[src/rtl/rstio_pkg.sv]
package rstio_pkg;

  typedef enum logic [1:0] {
    SZ_BYTE  = 2'd0,
    SZ_WORD  = 2'd1,
    SZ_DWORD = 2'd2,
    SZ_RSVD  = 2'd3
  } io_size_e;

  // Decode result for one access
  typedef struct packed {
    logic       rcr_hit;   // byte access at the reset control port
    logic       win_hit;   // start address inside the index window
    logic       idx_load;  // full-width access at the window base
    logic [1:0] lane;      // byte offset of start address inside window
  } dec_t;

endpackage

[src/rtl/rstio_decode.sv]
module rstio_decode
  import rstio_pkg::*;
#(
  parameter int ADDR_W   = 16,
  parameter int WIN_BASE = 16'hCF8,
  parameter int RCR_OFS  = 1
) (
  input  logic [ADDR_W-1:0] addr,
  input  logic [1:0]        size,
  output dec_t              dec
);
  localparam logic [ADDR_W-1:0] BASE = ADDR_W'(WIN_BASE);

  logic [ADDR_W-1:0] ofs;
  logic              in_win;
  logic              size_ok;

  always_comb begin
    ofs     = addr - BASE;
    in_win  = (ofs < ADDR_W'(4));
    size_ok = (io_size_e'(size) != SZ_RSVD);
    // The reset port outranks the window; no window path sees it.
    dec.rcr_hit  = in_win && (ofs[1:0] == 2'(RCR_OFS)) &&
                   (io_size_e'(size) == SZ_BYTE);
    dec.win_hit  = in_win && size_ok && !dec.rcr_hit;
    dec.idx_load = dec.win_hit && (ofs[1:0] == 2'd0) &&
                   (io_size_e'(size) == SZ_DWORD);
    dec.lane     = ofs[1:0];
  end
endmodule

[src/rtl/rstio_rcr.sv]
module rstio_rcr #(
  parameter int REQ_BIT  = 2,
  parameter int TYPE_BIT = 1
) (
  input  logic       clk,
  input  logic       rst,
  input  logic       wr_en,
  input  logic [7:0] wbyte,
  output logic       req_pulse,
  output logic       type_q,
  output logic [7:0] rd_byte
);
  always_ff @(posedge clk) begin
    if (rst) begin
      req_pulse <= 1'b0;
      type_q    <= 1'b0;
    end else begin
      req_pulse <= wr_en && wbyte[REQ_BIT];
      if (wr_en && !wbyte[REQ_BIT])
        type_q <= wbyte[TYPE_BIT];
    end
  end

  always_comb begin
    rd_byte           = '0;
    rd_byte[TYPE_BIT] = type_q;
  end
endmodule

[src/rtl/rstio_cfgidx.sv]
module rstio_cfgidx
  import rstio_pkg::*;
#(
  parameter int DATA_W = 32
) (
  input  logic              clk,
  input  logic              rst,
  input  logic              load,
  input  logic [DATA_W-1:0] wdata,
  input  logic [1:0]        lane,
  input  logic [1:0]        size,
  output logic [DATA_W-1:0] idx_q,
  output logic [DATA_W-1:0] rd_val
);
  localparam int LANES = DATA_W / 8;

  logic [DATA_W-1:0] shifted;
  logic [DATA_W-1:0] mask;
  int unsigned       nbytes;

  always_ff @(posedge clk) begin
    if (rst)       idx_q <= '0;
    else if (load) idx_q <= wdata;
  end

  always_comb begin
    shifted = idx_q >> {lane, 3'b000};
    case (io_size_e'(size))
      SZ_BYTE:  nbytes = 1;
      SZ_WORD:  nbytes = 2;
      SZ_DWORD: nbytes = 4;
      default:  nbytes = 0;
    endcase
    for (int b = 0; b < LANES; b++)
      mask[b*8 +: 8] = (b < nbytes) ? 8'hFF : 8'h00;
    rd_val = shifted & mask;
  end
endmodule

[src/rtl/rstio_rdmux.sv]
module rstio_rdmux
  import rstio_pkg::*;
#(
  parameter int DATA_W = 32
) (
  input  logic              clk,
  input  logic              rst,
  input  logic              rd,
  input  dec_t              dec,
  input  logic [7:0]        rcr_byte,
  input  logic [DATA_W-1:0] idx_val,
  output logic [DATA_W-1:0] rdata
);
  logic [DATA_W-1:0] sel;

  always_comb begin
    if (dec.rcr_hit)      sel = {{(DATA_W-8){1'b0}}, rcr_byte};
    else if (dec.win_hit) sel = idx_val;
    else                  sel = '0;
  end

  always_ff @(posedge clk) begin
    if (rst)     rdata <= '0;
    else if (rd) rdata <= sel;
    else         rdata <= '0;
  end
endmodule

[src/rtl/rstctl_io_decoder.sv]
module rstctl_io_decoder
  import rstio_pkg::*;
#(
  parameter int ADDR_W   = 16,
  parameter int DATA_W   = 32,
  parameter int WIN_BASE = 16'hCF8,
  parameter int RCR_OFS  = 1,
  parameter int REQ_BIT  = 2,
  parameter int TYPE_BIT = 1
) (
  input  logic              clk,
  input  logic              rst,
  input  logic [ADDR_W-1:0] io_addr,
  input  logic [1:0]        io_size,
  input  logic [DATA_W-1:0] io_wdata,
  input  logic              io_wr,
  input  logic              io_rd,
  output logic [DATA_W-1:0] io_rdata,
  output logic              sys_rst_req,
  output logic              rst_type,
  output logic [DATA_W-1:0] cfg_addr
);
  dec_t              dec;
  logic [7:0]        rcr_byte;
  logic [DATA_W-1:0] idx_val;

  rstio_decode #(
    .ADDR_W(ADDR_W), .WIN_BASE(WIN_BASE), .RCR_OFS(RCR_OFS)
  ) u_dec (
    .addr(io_addr), .size(io_size), .dec(dec)
  );

  rstio_rcr #(
    .REQ_BIT(REQ_BIT), .TYPE_BIT(TYPE_BIT)
  ) u_rcr (
    .clk(clk), .rst(rst),
    .wr_en(io_wr && dec.rcr_hit),
    .wbyte(io_wdata[7:0]),
    .req_pulse(sys_rst_req),
    .type_q(rst_type),
    .rd_byte(rcr_byte)
  );

  rstio_cfgidx #(
    .DATA_W(DATA_W)
  ) u_idx (
    .clk(clk), .rst(rst),
    .load(io_wr && dec.idx_load),
    .wdata(io_wdata),
    .lane(dec.lane),
    .size(io_size),
    .idx_q(cfg_addr),
    .rd_val(idx_val)
  );

  rstio_rdmux #(
    .DATA_W(DATA_W)
  ) u_rd (
    .clk(clk), .rst(rst), .rd(io_rd), .dec(dec),
    .rcr_byte(rcr_byte), .idx_val(idx_val), .rdata(io_rdata)
  );
endmodule

[config.mk]
export PLATFORM = sky130hd
export DESIGN_NAME = rstctl_io_decoder
export DESIGN_NICKNAME = d
export VERILOG_FILES = /design/src/rtl/rstio_pkg.sv /design/src/rtl/rstio_decode.sv /design/src/rtl/rstio_rcr.sv /design/src/rtl/rstio_cfgidx.sv /design/src/rtl/rstio_rdmux.sv /design/src/rtl/rstctl_io_decoder.sv
export SDC_FILE = /design/constraint.sdc
export NUM_CORES = 1
export LEC_CHECK = 0
export BUFFER_PORTS_ARGS = -buffer_cell sky130_fd_sc_hd__buf_4
export CAP_MARGIN = 20
export CELL_PAD_IN_SITES_DETAIL_PLACEMENT = 0
export CELL_PAD_IN_SITES_GLOBAL_PLACEMENT = 2
export CORE_UTILIZATION = 25
export DETAILED_ROUTE_END_ITERATION = 8
export GPL_ROUTABILITY_DRIVEN = 0
export PLACE_DENSITY = 0.71
export SLEW_MARGIN = 25
export SYNTH_ARGS = -nofsm -noshare
export SYNTH_HDL_FRONTEND = slang
export SYNTH_SLANG_ARGS = --single-unit
[constraint.sdc]
create_clock -name clk -period 5 [get_ports clk]
set_clock_uncertainty 0.05 [all_clocks]
set_input_delay 1.5 -clock clk [delete_from_list [all_inputs] [get_ports clk]]
set_output_delay 1.5 -clock clk [all_outputs]
set_load 0.01 [all_outputs]
==> flow_summary.toml <==
[sta]
timing_worst_slew_pin_value_ps = 779
clock.fmax_mhz = 267
period_minus_slack_ps = 3750
finalCritPeriodShare = 0.750
worst_slew_margin_rel = 0.481
unrepaired_setup_endpoints_after_global_routing = "no"
hold_viol = 0
finalSetupTns_ps = 0
drv_slew = 0
setup_viol = 0

[synthesis]
post_synth_instance_area_um2 = 3100
synth-edff-count = 0
post_synthesis_register_bit_count = 66
synth_seq_area_share = 0.426
post-synth-top-area-fraction = 0.426
synth-async-reset-ratio = 0
postSynthAreaPerCell_um2 = 9.01
mappedNetlistNets = 403
synth_top_cell_by_area = "dfxtp_1"
synth.top_cells.by_area = "dfxtp_1 (43%), o31ai_1 (8.0%), nand4_1 (7.1%)"
ys_types = 38
ys.flop_type = "dfxtp_1"
yosys_warnings = 0
post_synth_inst_count = 344

[worst_setup_path]
worst_ep_arrival_time_ps = 3930
critical_path.slowest_cell = "nand3_2"
r2r.worst_path.cells = 4
timing.rr.end = "u_rd.rdata[1]"
critical_path.n_buffers_inverters = 2
slowest_delay_ps = 620
critical_path.max_fanout = 34
timing.reg2reg.setup_slack_ps = 3400
worst_ep_required_time_ps = 5180
crit_type = "in2reg"
timing.critical_path.mode_cell = "buf_4"
critical_path.endpoint_type = "flop"
cp_top_family = "simple AND/OR/NAND/NOR gates"
crit_chain = "buf_4, ha_1, and4_1, o221ai_2, and4b_1, buf_4, nand3_2, nor4b_1"
timing.rr.start = "u_idx.idx_q[17]"
worst_setup_path_start_kind = "input pin"

[clocking]
worst_setup_hold_path_clk_slew_ps = 50
cts_inserted_buffers = 9
tritoncts_num_sinks = 66
total_of_hold_buffers_inserted_after_clock_tree_synthesis = 0
cts_buffer_depth = 2
cts_setup_buffers = 0
htree_num_levels = 3
cts-resized-gates = 0
tritoncts = "done"
clk-insertion-delay-late_ps = 330
cts_root_buffer = "clkbuf_16"

[global_routing]
grt_util_all_layers = 0.167
antenna_violations_before_repair = 0
global_route.overflow_total = 0
first_global_vias = 2802
first_pass_grt_wire_length_mm = 16.3
grt_max_degree = 43

[finish]
syn2layout_area_growth_pct = 40.6
fillCellCount = 1271
layout-drive-gt1-share = 0.344
layout.cells.most_common_list = "buf_4 (124), dfxtp_1 (66), nand4_1 (35)"
antenna-diode-count = 0
finalCoreUtilization = 0.362
num-nets-final = 499
layout.cells.most_common = "buf_4"

[place]
detailed_place_hpwl_mm = 7.67
numPortBuffers = 119

[drt]
routedWlPerCell_um = 17.4
drt-total-wl_mm = 10.7
drt_pass1_iterations = 4
first_iter_violations = 178
count_of_vias_placed_by_the_detailed_router = 3024
drt.antenna.violating_nets = 0
post-route-drc-count = 0
vias_per_cell = 4.93

[power_and_ir_drop]
power_leakage_nw = 1.65
vdd_ir_drop_max_v = 0.000153
cellPowerDensity_nw_per_um2 = 280

[worst_hold_path]
whs_endpoint = "u_idx.idx_q[8]"
min-delay-path-class = "reg2reg"
holdCritStartpoint = "u_idx.idx_q[8]"
cell_depth_of_the_worst_min_delay_path = 2

[floorplanning]
floorplan.die.width_um = 113
floorplan.die_area_um2 = 12900
io-pin-count = 120
rows = 40
die_y_um = 113
floorplan.initialDensity = 0.257
core_area_um2 = 12100

[flow_run]
drv_cap = 0

[run_status]
outcome = "completed"
-- metal layers --
layer	vias to the layer above	global-route usage	routed length, µm
met1	1394	0.245	5350
met3	12	0.0337	652
met2	123	0.237	4510
met5	-	0	0
li1	1495	-	-
met4	0	0.0640	138
-- stage by stage --
step	area [µm²]	worst slack [ps]	hold WS, ps	total power [mW]	std cells
after detailed placement	4070	886	441	0.622	597
after global routing	4360	1010	466	1.27	613
after global placement	4070	919	435	0.622	597
after CTS	4360	1230	447	1.23	613
after floorplan	3100	1710	446	0.576	344
final	4360	1250	446	1.22	613
-- flip-flops by register name (all words and copies together), names as in the netlist --
name and count:
u_rcr.req_pulse 1, u_rcr.type_q 1, u_idx.idx_q 32, u_rd.rdata 32
-- worst reg2reg max path: stages, from the launching register on --
cell and delay [ps]:
dfxtp_1 530, a211oi_1 140, a2111oi_0 510, a21oi_1 100, nor3_1 180
-- final cells by class --
| class | count | area (µm²) | share of cell area |
|---|---|---|---|
| flip-flops and latches | 66 | 1320 | 0.303 |
| inverters | 4 | 15.0 | 0.00344 |
| well taps | 168 | 210 | 0.0482 |
| multi-input cells | 235 | 1600 | 0.366 |
| clock inverters | 6 | 57.6 | 0.0132 |
| repair buffers | 124 | 931 | 0.213 |
| clock buffers | 10 | 229 | 0.0525 |
-- cells in the mapped netlist, drive strengths merged, types with 2 or more instances --
master	number
a211oi	16
a21boi	2
a21oi	34
and2	3
and4	2
buf	23
clkbuf	16
dfxtp	66
ha	5
inv	4
mux2i	16
nand2	18
nand2b	3
nand3	3
nand4	35
nand4b	2
nor2	10
nor2b	10
nor3	12
nor4b	9
o21ai	9
o31ai	33
or2	3
or4	2
-- worst max-delay path by stage --
stage	start	slack, ps	endpoint	cells past startpoint
final	io_addr[3]	1250	u_rd.rdata[31]	8
after global routing	io_addr[3]	1010	u_rd.rdata[4]	8
after CTS	io_addr[3]	1230	u_rd.rdata[31]	8
after detailed placement	io_addr[3]	890	u_rd.rdata[31]	8
after global placement	io_addr[3]	920	u_rd.rdata[31]	8
after floorplan	io_addr[3]	1710	u_rd.rdata[19]	8
-- power by group --
part | total, mW | switching [mW] | internal, mW
logic | 0.0846 | 0.0460 | 0.0386
clock network | 0.611 | 0.229 | 0.382
registers | 0.526 | 0.00000227 | 0.526
-- cells by family after synthesis --
group / synth area share
compound gates: 0.205
flops: 0.426
buf+inv: 0.0597
simple gates: 0.237
mux: 0.0517
fa+ha+maj: 0.0202
Power figures use the tool's default switching activity.
